==> config.mk <==
export PLATFORM = sky130hd
export DESIGN_NAME = nand_cycle_gen
export DESIGN_NICKNAME = d
export VERILOG_FILES = /design/src/rtl/nand_cyc_pkg.sv /design/src/rtl/nand_timing_regs.sv /design/src/rtl/nand_phase_timer.sv /design/src/rtl/nand_cycle_gen.sv
export SDC_FILE = /design/constraint.sdc
export NUM_CORES = 1
export LEC_CHECK = 0
export CAP_MARGIN = 15
export CORE_ASPECT_RATIO = 1.1
export CORE_UTILIZATION = 50
export CTS_CLUSTER_SIZE = 28
export DETAILED_ROUTE_END_ITERATION = 10
export PLACE_DENSITY = 0.76
export SYNTH_ARGS = -nofsm -noshare
export SYNTH_HDL_FRONTEND = slang
export SYNTH_SLANG_ARGS = --single-unit
==> constraint.sdc <==
create_clock -name clk -period 3.2 [get_ports clk]
set_input_delay 0.32 -clock clk [delete_from_list [all_inputs] [get_ports clk]]
set_output_delay 0.32 -clock clk [all_outputs]
set_load 0.05 [all_outputs]
==> src/rtl/nand_cyc_pkg.sv <==
package nand_cyc_pkg;

    localparam int FW = 8;

    typedef enum logic [1:0] {
        KIND_DATA = 2'd0,
        KIND_CMD  = 2'd1,
        KIND_ADDR = 2'd2
    } acc_kind_t;

    typedef enum logic [2:0] {
        PH_IDLE,
        PH_GAP,
        PH_SETUP,
        PH_WAIT,
        PH_HOLD
    } phase_t;

    // Field order is the register bit order (MSB first).
    typedef struct packed {
        logic [FW-1:0] hiz;
        logic [FW-1:0] hold;
        logic [FW-1:0] wt;
        logic [FW-1:0] setup;
    } tset_t;

    typedef struct packed {
        logic wide;
        logic wait_en;
        logic bank_en;
    } mode_t;

    localparam logic [1:0] CFG_COMMON = 2'd0;
    localparam logic [1:0] CFG_ATTR   = 2'd1;
    localparam logic [1:0] CFG_MODE   = 2'd2;
    localparam logic [1:0] CFG_DELAY  = 2'd3;

    localparam logic [FW-1:0] TSET_RST  = 8'h0A;
    localparam logic [3:0]    DELAY_RST = 4'hF;

    function automatic logic [FW-1:0] at_least_one(input logic [FW-1:0] v);
        return (v == '0) ? FW'(1) : v;
    endfunction

    function automatic tset_t clamp_set(input tset_t t);
        tset_t r;
        r.setup = at_least_one(t.setup);
        r.wt    = at_least_one(t.wt);
        r.hold  = at_least_one(t.hold);
        r.hiz   = t.hiz;
        return r;
    endfunction

endpackage

==> src/rtl/nand_timing_regs.sv <==
module nand_timing_regs
    import nand_cyc_pkg::*;
(
    input  logic        clk,
    input  logic        rst,
    input  logic        cfg_we,
    input  logic [1:0]  cfg_sel,
    input  logic [31:0] cfg_wdata,
    output tset_t       common_set,
    output tset_t       attr_set,
    output mode_t       mode,
    output logic [3:0]  cmd_dly,
    output logic [3:0]  addr_dly
);

    always_ff @(posedge clk) begin
        if (rst) begin
            common_set <= '{hiz: TSET_RST, hold: TSET_RST, wt: TSET_RST, setup: TSET_RST};
            attr_set   <= '{hiz: TSET_RST, hold: TSET_RST, wt: TSET_RST, setup: TSET_RST};
            mode       <= '0;
            cmd_dly    <= DELAY_RST;
            addr_dly   <= DELAY_RST;
        end else if (cfg_we) begin
            case (cfg_sel)
                CFG_COMMON: common_set <= tset_t'(cfg_wdata);
                CFG_ATTR:   attr_set   <= tset_t'(cfg_wdata);
                CFG_MODE:   mode       <= mode_t'(cfg_wdata[2:0]);
                default: begin
                    cmd_dly  <= cfg_wdata[3:0];
                    addr_dly <= cfg_wdata[7:4];
                end
            endcase
        end
    end

endmodule

==> src/rtl/nand_phase_timer.sv <==
module nand_phase_timer #(
    parameter int W = 8
) (
    input  logic         clk,
    input  logic         rst,
    input  logic         load,
    input  logic [W-1:0] load_val,
    output logic         done
);

    logic [W-1:0] cnt;

    // load_val is a phase length of at least 1; done marks its last cycle.
    always_ff @(posedge clk) begin
        if (rst)
            cnt <= '0;
        else if (load)
            cnt <= load_val - W'(1);
        else if (cnt != '0)
            cnt <= cnt - W'(1);
    end

    assign done = (cnt == '0);

endmodule

==> src/rtl/nand_cycle_gen.sv <==
module nand_cycle_gen
    import nand_cyc_pkg::*;
#(
    parameter int NUM_CS = 2,
    parameter int DW     = 16,
    localparam int CSW   = (NUM_CS > 1) ? $clog2(NUM_CS) : 1
) (
    input  logic              clk,
    input  logic              rst,
    input  logic              cfg_we,
    input  logic [1:0]        cfg_sel,
    input  logic [31:0]       cfg_wdata,
    input  logic              req_valid,
    input  logic [1:0]        req_kind,
    input  logic              req_write,
    input  logic [CSW-1:0]    req_cs,
    input  logic [DW-1:0]     req_wdata,
    output logic              req_busy,
    output logic              rsp_valid,
    output logic [DW-1:0]     rsp_rdata,
    output logic [NUM_CS-1:0] nce,
    output logic              cle,
    output logic              ale,
    output logic              nwe,
    output logic              nre,
    output logic [DW-1:0]     dq_out,
    output logic              dq_oe,
    input  logic [DW-1:0]     dq_in,
    input  logic              rnb
);

    localparam int HW = DW / 2;
    localparam int EW = FW + 2;
    localparam logic [DW-1:0] LOW_MASK = {{(DW-HW){1'b0}}, {HW{1'b1}}};

    tset_t      common_set, attr_set, ts_q;
    mode_t      mode;
    logic [3:0] cmd_dly, addr_dly;

    nand_timing_regs u_regs (
        .clk        (clk),
        .rst        (rst),
        .cfg_we     (cfg_we),
        .cfg_sel    (cfg_sel),
        .cfg_wdata  (cfg_wdata),
        .common_set (common_set),
        .attr_set   (attr_set),
        .mode       (mode),
        .cmd_dly    (cmd_dly),
        .addr_dly   (addr_dly)
    );

    phase_t        state, state_nxt;
    acc_kind_t     kind_q, prev_kind, req_k;
    logic          write_q;
    logic [CSW-1:0] cs_q;
    logic [DW-1:0] wdata_q, rdata_q;
    logic          rsp_q;
    logic [EW-1:0] elapsed;
    logic          accept, need_gap, t_load, t_done, active, stall;
    logic [FW-1:0] t_val, gap_len;
    tset_t         sel_set;

    nand_phase_timer #(.W(FW)) u_timer (
        .clk      (clk),
        .rst      (rst),
        .load     (t_load),
        .load_val (t_val),
        .done     (t_done)
    );

    always_comb begin
        case (req_kind)
            2'd1:    req_k = KIND_CMD;
            2'd2:    req_k = KIND_ADDR;
            default: req_k = KIND_DATA;
        endcase
    end

    assign accept   = (state == PH_IDLE) && req_valid && mode.bank_en;
    assign sel_set  = clamp_set((req_k == KIND_DATA) ? common_set : attr_set);
    assign need_gap = (req_k == KIND_DATA) && !req_write && (prev_kind != KIND_DATA);
    assign gap_len  = FW'((prev_kind == KIND_CMD) ? cmd_dly : addr_dly) + FW'(1);
    assign stall    = mode.wait_en && !rnb;

    always_comb begin
        state_nxt = state;
        t_load    = 1'b0;
        t_val     = FW'(1);
        case (state)
            PH_IDLE: if (accept) begin
                t_load = 1'b1;
                if (need_gap) begin
                    state_nxt = PH_GAP;
                    t_val     = gap_len;
                end else begin
                    state_nxt = PH_SETUP;
                    t_val     = sel_set.setup;
                end
            end
            PH_GAP: if (t_done) begin
                state_nxt = PH_SETUP;
                t_load    = 1'b1;
                t_val     = ts_q.setup;
            end
            PH_SETUP: if (t_done) begin
                state_nxt = PH_WAIT;
                t_load    = 1'b1;
                t_val     = ts_q.wt;
            end
            PH_WAIT: if (t_done && !stall) begin
                state_nxt = PH_HOLD;
                t_load    = 1'b1;
                t_val     = ts_q.hold;
            end
            PH_HOLD: if (t_done) state_nxt = PH_IDLE;
            default: state_nxt = PH_IDLE;
        endcase
    end

    assign active = (state == PH_SETUP) || (state == PH_WAIT) || (state == PH_HOLD);

    always_ff @(posedge clk) begin
        if (rst) begin
            state     <= PH_IDLE;
            kind_q    <= KIND_DATA;
            prev_kind <= KIND_DATA;
            write_q   <= 1'b0;
            cs_q      <= '0;
            wdata_q   <= '0;
            ts_q      <= '0;
            rdata_q   <= '0;
            rsp_q     <= 1'b0;
            elapsed   <= '0;
        end else begin
            state <= state_nxt;
            if (accept) begin
                kind_q    <= req_k;
                prev_kind <= req_k;
                write_q   <= req_write || (req_k != KIND_DATA);
                cs_q      <= req_cs;
                wdata_q   <= mode.wide ? req_wdata : (req_wdata & LOW_MASK);
                ts_q      <= sel_set;
            end
            if (active)
                elapsed <= (elapsed == {EW{1'b1}}) ? elapsed : elapsed + EW'(1);
            else
                elapsed <= '0;
            rsp_q <= 1'b0;
            if (state == PH_WAIT && state_nxt == PH_HOLD && !write_q) begin
                rdata_q <= mode.wide ? dq_in : (dq_in & LOW_MASK);
                rsp_q   <= 1'b1;
            end
        end
    end

    for (genvar i = 0; i < NUM_CS; i++) begin : g_ce
        assign nce[i] = !(active && (cs_q == CSW'(i)));
    end

    assign cle       = active && (kind_q == KIND_CMD);
    assign ale       = active && (kind_q == KIND_ADDR);
    assign nwe       = !((state == PH_WAIT) && write_q);
    assign nre       = !((state == PH_WAIT) && !write_q);
    assign dq_oe     = active && write_q && (elapsed >= EW'(ts_q.hiz) + EW'(1));
    assign dq_out    = wdata_q;
    assign req_busy  = (state != PH_IDLE);
    assign rsp_valid = rsp_q;
    assign rsp_rdata = rdata_q;

endmodule

Word-level counts from Yosys, hierarchy flattened
Index checks and enable logic that the tools add are counted.

$add $sub $neg: 5. Magnitude comparators: 1. Eq/ne operators: 12. Multiplexer cells: 28. Bitwise logic cells: 3. Reductions and logical operators: 46.

Operators with widths (count): $mux 8 (10); $logic_not 8->1 (4); $mux 16 (2); $mux 32 (1); $pmux 8 s4 (1); $logic_and 1x1->1 (16); $sub 8x1->8 const B (2); $mux 3 (5); $pmux 3 s5 (1); $add 10x1->10 const B (1); $eq 10x10->1 const B (1); $ge 10x9->1 (1); $add 8x1->9 const B (1); $logic_not 1->1 (8); $reduce_and 2->1 (4); $reduce_bool 8->1 (1); $eq 2x1->1 const B (3); $eq 2x2->1 const B (3); $eq 3x2->1 const B (2); $eq 3x3->1 const B (2); $reduce_bool 2->1 (3); $add 4x1->5 const B (1); $logic_not 2->1 (2); $mux 1 (4); other kinds (11) (16).

Bits in registers: 165. Input bits: 75. Output and inout bits: 41. Word-level logic and storage cells: 121.

Logic depth before layout (Yosys ltp)
Gate-level depths: netlist of run 1.

Depth in word-level cells: 12. Gate-level depth with buffers: 14. Mapped depth without buffers: 13.

Modules after synthesis
From an unflattened synthesis of run 1, not the netlist that was laid out.

Cell total of the unflattened synthesis: 863. Area total of the unflattened synthesis: 7898.8 µm².

Modules (own cells, without submodules): nand_cycle_gen (instances 1, cells each 518, area an instance 4339.2 µm², seq. area each 1641.6 µm²); nand_timing_regs (instances 1, cells each 290, area an instance 3059.2 µm², seq. area each 1501.4 µm²); nand_phase_timer (instances 1, cells each 55, area an instance 500.5 µm², seq. area each 160.2 µm²).

Worst setup path after synthesis of run 1
OpenSTA, ideal clock, no wires.

Path kind: reg2reg. Start: register prev_kind[1]. End: register u_timer.cnt[7]. Library setup time: 138 ps. Arrival: 2775 ps. Data required time: 3062 ps. Slack: 287 ps. Stages on the path, launching flop included: 12. Buffers on the path: 1. Period minus slack after synthesis: 2913 ps. Cells stage by stage: dfxtp_1 > nand2b_1 > buf_2 > mux2_2 > ha_1 > or3_1 > mux2_2 > a211oi_1 > o22ai_4 > nor3_2 > and4_2 > nor3_1.

Longest elaborated chain between the ends: 8. Elaborated cells on any way between the ends: 10. Those cells by class: add/sub (2); eq/ne (1); mux (5); reduce/logical (2).

RTL lines: from (decl) (RTL line nand_cycle_gen.sv:54) `acc_kind_t kind_q, prev_kind, req_k;`; from (signal assigned) (RTL line nand_cycle_gen.sv:139) `prev_kind <= req_k;`; $eq 2x1->1; $mux 4 (RTL line nand_cycle_gen.sv:83) `assign gap_len = FW'((prev_kind == KIND_CMD) ? cmd_dly : addr_dly) + FW'(1);`; $add 4x1->5 (RTL line nand_cycle_gen.sv:83); $mux 8 (*) (RTL line nand_cycle_gen.sv:93) `if (need_gap) begin`; $mux 8 (*) (RTL line nand_cycle_gen.sv:91) `PH_IDLE: if (accept) begin`; $pmux 8 s4 (*) (RTL line nand_cycle_gen.sv:90) `case (state)`; $sub 8x1->8 (*) (RTL line nand_phase_timer.sv:18) `cnt <= load_val - W'(1);`; $mux 8 (*) (RTL line nand_phase_timer.sv:17) `else if (load)`; to (signal assigned) (RTL line nand_phase_timer.sv:18); to (signal assigned) (RTL line nand_phase_timer.sv:20) `cnt <= cnt - W'(1);`; to (decl) (RTL line nand_phase_timer.sv:11) `logic [W-1:0] cnt;`.

Mark *: on every way between the ends. The rest lies on a longest branch, timed or not. A chain may end at the register's enable or synchronous reset.

Worst setup path after layout of run 1
Same ends and word-level chain as after synthesis.

==> results.toml, run 1 <==
[outcome]
status = "finished, final reports clean"

[worst_setup_path]
worst-setup-path-type = "reg2reg"
required_ps = 3490
cp_max_fo = 6
critPathLaunchType = "flop"
endpoint_kind = "flop"
cp.arrival_ps = 3270

[placed_design]
dpl.hpwl_um = 12700
io_buffers = 115
place_congestion = 0.900
placed_area_um2 = 8690

[yosys]
synth_cells = 896
syn_area_per_cell_um2 = 8.20
synth_area_leaders = "dfxtp_1 45%, nand2_1 11%, a21oi_1 7.0%"
ys_seq_area_share_pct = 45.0
synth_edf_count = 0
synth_common_cells = "223 x nand2_1, 165 x dfxtp_1, 102 x a21oi_1"
ys_types = 62
synth.most_common_cell = "nand2_1"
synth_area_um2 = 7340
yosys.area.top_type = "dfxtp_1"
async_flop_share_pct = 0
synth_nets = 986
yosysWarningCount = 0
ys_ff_latch = 165
synth_top_area_share_pct = 45.0
ys.flop_type = "dfxtp_1"

[timing]
layout_min_cycle_time_ps = 2980
fin_skew_ps = 6.80
max_freq_mhz = 336
hold_viol = 0
slew_headroom_pct = 49.7
drv_slew = 0
finalCritPeriodShare_pct = 93.1
setup_viol = 0
worstMarginPinSlew_ps = 754

[drt]
dr.first_iter.drc_count = 471
totalWireLength_um = 18500
ant_nets = 0
vias = 6522
drt_drc_violations_left = 0
routedWlPerCell_um = 15.5
via_per_inst = 5.45
dr.pass1.iters = 5

[hold_path]
hold_path_class = "in2reg"

[floorplanning]
fp.dieW_um = 118
die_area_um2 = 15200
die_height_um = 129
rows = 46
initial_core_util_pct = 51.0
ioPinCount = 116
core_area_um2 = 14400

[global_routing]
antenna_found_initial = 0
first_global_vias = 5777
grt_pass1_wl_um = 29500
grt_max_degree = 107
gr-total-overflow = 0
grt_util_all_layers_pct = 24.2

[pwr]
peakVddDrop_mv = 0.442
leakage_nw = 3.42
power_w = 0.00517
powerDensity_nw_per_um2 = 554

[cts]
cts_root_buf = "clkbuf_16"
clock_path_buffers = 2
clock_latency_ps = 430
htree_num_levels = 4
numCtsBuffers = 17
cts_setup_buffers = 0
cts_tree = "done"
path_clk_slew_ps = 70
cts_sinks = 165

[finish]
finalInstanceArea_um2 = 9330
drive_above_1_share_pct = 8.76
antenna_cells = 0
syn_to_final_growth_pct = 27.0
nets = 1082

[run]
maxCapViolCount = 0
power breakdown:
part	switching, W	internal, W	total (W)
logic	0.000426	0.000382	0.000808
registers	0.0000681	0.00214	0.00221
clock network	0.000871	0.00128	0.00215
worst max-delay path, cell delays in order, from the launching register on:
cell and delay [ps]:
dfxtp_1 390, nand2b_1 210, mux2i_2 280, inv_1 90, ha_1 190, or3_1 380
mux2_2 310, a211oi_2 270, o22ai_4 160, nor3_2 260, and4_2 240, nor3_1 50
state kept, by name, indices dropped and copies added (netlist names):
signal	count
cs_q	1
dq_out	16
elapsed	10
prev_kind	2
rsp_rdata	16
rsp_valid	1
state	3
ts_q	32
u_regs.addr_dly	4
u_regs.attr_set	32
u_regs.cmd_dly	4
u_regs.common_set	32
u_regs.mode	3
u_timer.cnt	8
write_q	1
what timing repair did:
action,4_1_cts,5_1_grt
hold buffers,0,0
endpoints found under the setup margin,0,2
gates resized for setup,0,3
final timing paths:
kind | startpoint | cells after the start | slack (ps) | end
worst min-delay path | rst | 2 | 330 | u_regs.mode[0]
worst max-delay path | prev_kind[1] | 11 | 220 | u_timer.cnt[7]
worst max register to register | prev_kind[1] | 11 | 220 | u_timer.cnt[7]
worst min register to register | dq_out[8] | 2 | 450 | dq_out[8]
metrics by stage:
step,hold slack (ps),worst slack (ps),util [%],std cells,setup TNS [ps]
2_1_floorplan,432,287,-,896,0
3_3_place_gp,438,75.5,60.4,1165,0
3_5_place_dp,444,50.5,60.4,1165,0
4_1_cts,319,108,64.7,1197,0
5_1_grt,340,-5.98,64.8,1197,-5.98
6_report,334,221,64.8,1197,0
layout by cell type, fill, tap and decap left out, drive strengths merged, types with 2 or more instances in the layout:
cell type / count
dfxtp: 165
xor2: 9
buf: 25
nand4: 3
and3: 3
mux2: 4
clkinv: 4
o211ai: 3
bufinv: 3
nand2: 223
clkbuf: 19
clkdlybuf4s50: 113
nor2b: 7
a32oi: 2
nor3b: 2
nor4: 7
a211oi: 33
ha: 15
inv: 17
a221o: 2
a21o: 3
and4: 3
nor2: 58
or2: 5
o21ai: 4
a21oi: 103
nor3: 19
a31oi: 6
or3: 2
nand3: 35
and3b: 2
nand2b: 7
a22oi: 3
o32ai: 2
or4: 5
xnor2: 7
o311ai: 2
mux2i: 38
nand3b: 28
metal layers:
metal  GRT usage (%)  part of all wire [%]
met1            32.6                    46
met2            39.1                    48
met3            4.05                   4.4
met4            9.13                   1.7
met5               0                     0
cells by family after synthesis:
logic type      after synthesis  share of synthesized area, %
simple gates                411                          26.1
mux                          42                          5.79
fa+ha+maj                    15                          2.56
buf+inv                      73                          3.87
xor+xnor                     16                          1.91
compound gates              174                          14.8
flops                       165                          45.0
cell type report:
| class | count | area, um^2 |
|---|---|---|
| fill | 1252 | 5060 |
| clock inverter | 13 | 168 |
| clock buffer | 19 | 453 |
| tap | 192 | 240 |
| multi-input combinational | 658 | 3780 |
| sequential | 165 | 3300 |
| timing repair buffer | 138 | 1340 |
| inverter | 12 | 45.0 |
Note: power is estimated with default switching activity, not from simulation.
==> inputs of run 2 (changes only) <==
GPL_ROUTABILITY_DRIVEN = 0   (was unset)
SETUP_SLACK_MARGIN = 0.02   (was unset)
==> results.toml, run 2 (synthesis results as in run 1) <==
[worst_setup_path]
max_stage_delay_ps = 390
r2r_setup_slack_ps = 270
slowest_stage = "dfxtp_1"
path_delay_family = "simple AND/OR/NAND/NOR gates"
path_cells = "nand2b_1, mux2i_2, inv_1, ha_1, or3_1, mux2_2, a211oi_2, o22ai_4, nor3_4, and4_2, nor3_1"
required_ps = 3490
endpoint_kind = "flop"
cp.arrival_ps = 3220
r2r_start = "prev_kind[1]"
r2r_end = "u_timer.cnt[7]"
worst-path-buf-inv = 1
cp_max_fo = 6
critPathLaunchType = "flop"
worst-setup-path-type = "reg2reg"
rr_worst_depth = 11

[run]
maxCapViolCount = 0

[pwr]
leakage_nw = 3.42
peakVddDrop_mv = 0.443
powerDensity_nw_per_um2 = 554

[drt]
totalWireLength_um = 18500
via_per_inst = 5.44
ant_nets = 0
routedWlPerCell_um = 15.5
dr.first_iter.drc_count = 470
drt_drc_violations_left = 0
vias = 6510
dr.pass1.iters = 8

[global_routing]
antenna_found_initial = 0
grt_max_degree = 107
grt_pass1_wl_um = 29500
grt_util_all_layers_pct = 24.2
gr-total-overflow = 0
first_global_vias = 5777

[timing]
hold_viol = 0
grt_setup_unrepaired = "no"
layout_min_cycle_time_ps = 2930
drv_slew = 0
max_freq_mhz = 341
worstMarginPinSlew_ps = 754
finalCritPeriodShare_pct = 91.6
setup_tns_ps = 0
setup_viol = 0
fin_skew_ps = 6.84
slew_headroom_pct = 49.8
worst_hold_slack_ps = 333

[floorplanning]
ioPinCount = 116
rows = 46
die_height_um = 129
initial_core_util_pct = 51.0
fp.dieW_um = 118
die_area_um2 = 15200
core_area_um2 = 14400

[finish]
antenna_cells = 0
multi_input_area_um2 = 3780
final_cell_mix = "223 x nand2_1, 165 x dfxtp_1, 113 x clkdlybuf4s50_1"
regArea_um2 = 3300
fillers = 1250
largest_registers = "ts_q x32, u_regs.attr_set x32, u_regs.common_set x32"
final_common_cell = "nand2_1"
syn_to_final_growth_pct = 27.1
drive_above_1_share_pct = 8.76
nets = 1082

[cts]
cts_setup_buffers = 0
path_clk_slew_ps = 70
cts_sinks = 165
cts_root_buf = "clkbuf_16"
htree_num_levels = 4
clock_path_buffers = 2
numCtsBuffers = 17
clock_latency_ps = 430
cts_tree = "done"

[hold_path]
whs_endpoint = "u_regs.mode[0]"
min_path_cells = 2
hold_path_class = "in2reg"
hold_start = "rst"

[placed_design]
dpl.hpwl_um = 12700
io_buffers = 115

[outcome]
status = "finished, final reports clean"
[run 2: area by class of cell]
cell class / instances / share of cell area (%)
Clock buffer: 19 / 4.85
Clock inverter: 13 / 1.80
Inverter: 12 / 0.483
Timing Repair Buffer: 138 / 14.4
Sequential cell: 165 / 35.4
Tap cell: 192 / 2.57
Multi-Input combinational cell: 658 / 40.5
[run 2: power breakdown]
group | leakage [nW] | total, W | internal [W] | switching, W
logic | 1.77 | 0.000818 | 0.000386 | 0.000432
registers | 1.34 | 0.00221 | 0.00214 | 0.0000682
clock network | 0.306 | 0.00215 | 0.00128 | 0.000871
[run 2: how the worst max path moves through the flow]
stage | start | endpoint | slack, ps | cells past startpoint
after floorplan | prev_kind[1] | u_timer.cnt[7] | 290 | 11
after global placement | req_kind[0] | u_timer.cnt[7] | 80 | 11
after detailed placement | req_kind[0] | u_timer.cnt[7] | 50 | 11
after CTS | prev_kind[1] | u_timer.cnt[7] | 110 | 11
after global routing | prev_kind[1] | u_timer.cnt[7] | 50 | 11
final | prev_kind[1] | u_timer.cnt[7] | 270 | 11
[run 2: per-layer routing]
metal	vias up	GRT usage, %	wire length [um]
met5	-	0	0
met4	0	9.13	308
met3	25	4.05	728
met2	144	39.1	8940
met1	3048	32.6	8570
li1	3293	-	-
[run 2: timing repair]
item / CTS / global route
hold buffers: 0 / 0
endpoints found under the setup margin: 0 / 2
gates resized for setup: 0 / 4
[run 2: per-stage QoR]
stage / std cells / util, % / setup WS, ps / total power [W] / cell area, um^2
floorplan: 896 / - / 287 / 0.00277 / 7340
global placement: 1165 / 60.4 / 75.5 / 0.00303 / 8690
detailed placement: 1165 / 60.4 / 50.5 / 0.00305 / 8690
CTS: 1197 / 64.7 / 108 / 0.00518 / 9320
global route: 1197 / 64.9 / 54.1 / 0.00537 / 9340
finish: 1197 / 64.9 / 268 / 0.00518 / 9340
==> inputs of run 3 (changes only) <==
CORE_UTILIZATION = 54   (was 50)
PLACE_DENSITY = 0.81   (was 0.76)
==> results.toml, run 3 (synthesis results as in run 1) <==
[worst_setup_path]
required_ps = 3490
critPathLaunchType = "flop"
max_stage_delay_ps = 390
worst-path-buf-inv = 1
path_cells = "nand2b_1, mux2i_2, inv_1, ha_1, or3_1, mux2_2, a211oi_2, o22ai_4, nor3_4, and4_2, nor3_1"
worst-setup-path-type = "reg2reg"
cp_max_fo = 6
path_delay_family = "simple AND/OR/NAND/NOR gates"
cp.arrival_ps = 3250
slowest_stage = "dfxtp_1"
endpoint_kind = "flop"

[finish]
fillers = 1046
regArea_um2 = 3300
largest_registers = "ts_q x32, u_regs.attr_set x32, u_regs.common_set x32"
nets = 1081
antenna_cells = 0
drive_above_1_share_pct = 8.67
syn_to_final_growth_pct = 26.8
finalInstanceArea_um2 = 9310
multi_input_area_um2 = 3780
final_cell_mix = "223 x nand2_1, 165 x dfxtp_1, 113 x clkdlybuf4s50_1"
fin_util_pct = 70.4
final_common_cell = "nand2_1"
final-instance-count-excl-fill = 1165

[timing]
setup_tns_ps = 0
worstMarginPinSlew_ps = 725
drv_slew = 0
max_freq_mhz = 338
layout_min_cycle_time_ps = 2960
finalCritPeriodShare_pct = 92.5
slew_headroom_pct = 51.5
hold_viol = 0
fin_skew_ps = 7.10
worst_hold_slack_ps = 387
setup_viol = 0
grt_setup_unrepaired = "no"

[cts]
path_clk_slew_ps = 60
numCtsBuffers = 17
clock_path_buffers = 2
cts_setup_buffers = 0
cts_tree = "done"
clock_latency_ps = 430
cts_root_buf = "clkbuf_16"
postCtsHoldBufs = 0
cts_sinks = 165
htree_num_levels = 4
cts_resized = 0

[drt]
totalWireLength_um = 18100
drt_drc_violations_left = 0
vias = 6636
ant_nets = 0
dr.pass1.iters = 4
via_per_inst = 5.70
routedWlPerCell_um = 15.5
dr.first_iter.drc_count = 447

[pwr]
powerDensity_nw_per_um2 = 556
peakVddDrop_mv = 0.438
leakage_nw = 3.42

[floorplanning]
die_height_um = 124
die_area_um2 = 14100
core_area_um2 = 13200
initial_core_util_pct = 55.6
fp.dieW_um = 113
rows = 44
ioPinCount = 116

[global_routing]
gr-total-overflow = 0
antenna_found_initial = 0
grt_max_degree = 95
grt_util_all_layers_pct = 26.8
first_global_vias = 6035
grt_pass1_wl_um = 30100

[placed_design]
dp.cells = 1133
dpl.hpwl_um = 12400
placed_area_um2 = 8660
io_buffers = 115

[hold_path]
hold_path_class = "in2reg"

[outcome]
status = "finished, final reports clean"

[run]
maxCapViolCount = 0
## run 3: cell count changes in the layout (fill, tap and decap cells not counted)
cell      previous run  this run
buf_12               2         3
buf_4               23        21
clkbuf_8             2         4
clkinv_2             3         4
inv_6                4         1
## run 3: area by class of cell
cell class              instances  share of cell area, %
clock inverters                11                   1.57
clock buffers                  21                   5.16
multi-input cells             658                   40.6
well taps                     161                   2.16
flip-flops and latches        165                   35.5
repair buffers                137                   14.5
inverters                      12                  0.484
## run 3: final timing paths
kind / from / endpoint / cells past startpoint / slack [ps]
worst max-delay path: prev_kind[1] / u_timer.cnt[7] / 11 / 240
worst min-delay path: rst / u_regs.mode[1] / 2 / 390
worst max register to register: prev_kind[1] / u_timer.cnt[7] / 11 / 240
worst min register to register: rsp_rdata[13] / rsp_rdata[13] / 2 / 450
## run 3: layer usage
metal / GRT usage, % / share of wire (%) / up-vias
met2: 41.8 / 48 / 180
met4: 8.75 / 2.0 / 0
met1: 36.7 / 45 / 3119
met5: 0 / 0 / -
met3: 6.33 / 5.0 / 30
li1: - / - / 3307
## run 3: worst reg2reg max path: cells and delay by family, from the launching register on
kind / cells / cell delay [ps]
AND/OR/NAND/NOR: 5 / 1100
multiplexers: 2 / 610
AO/OA/AOI/OAI: 2 / 430
flip-flops: 1 / 390
adder cells (fa/ha/maj): 1 / 200
buffers and inverters: 1 / 110
## run 3: report_power, final
part           total (W)  switching, W  internal (W)  leakage, nW
clock network    0.00215      0.000833       0.00131        0.311
logic           0.000827      0.000437      0.000390         1.77
registers        0.00221     0.0000664       0.00214         1.34
## run 3: metrics by stage
stage	setup slack [ps]	total power (W)
floorplan	287	0.00277
global placement	67.2	0.00303
detailed placement	54.4	0.00305
CTS	92.7	0.00518
global route	84.5	0.00538
finish	240	0.00518
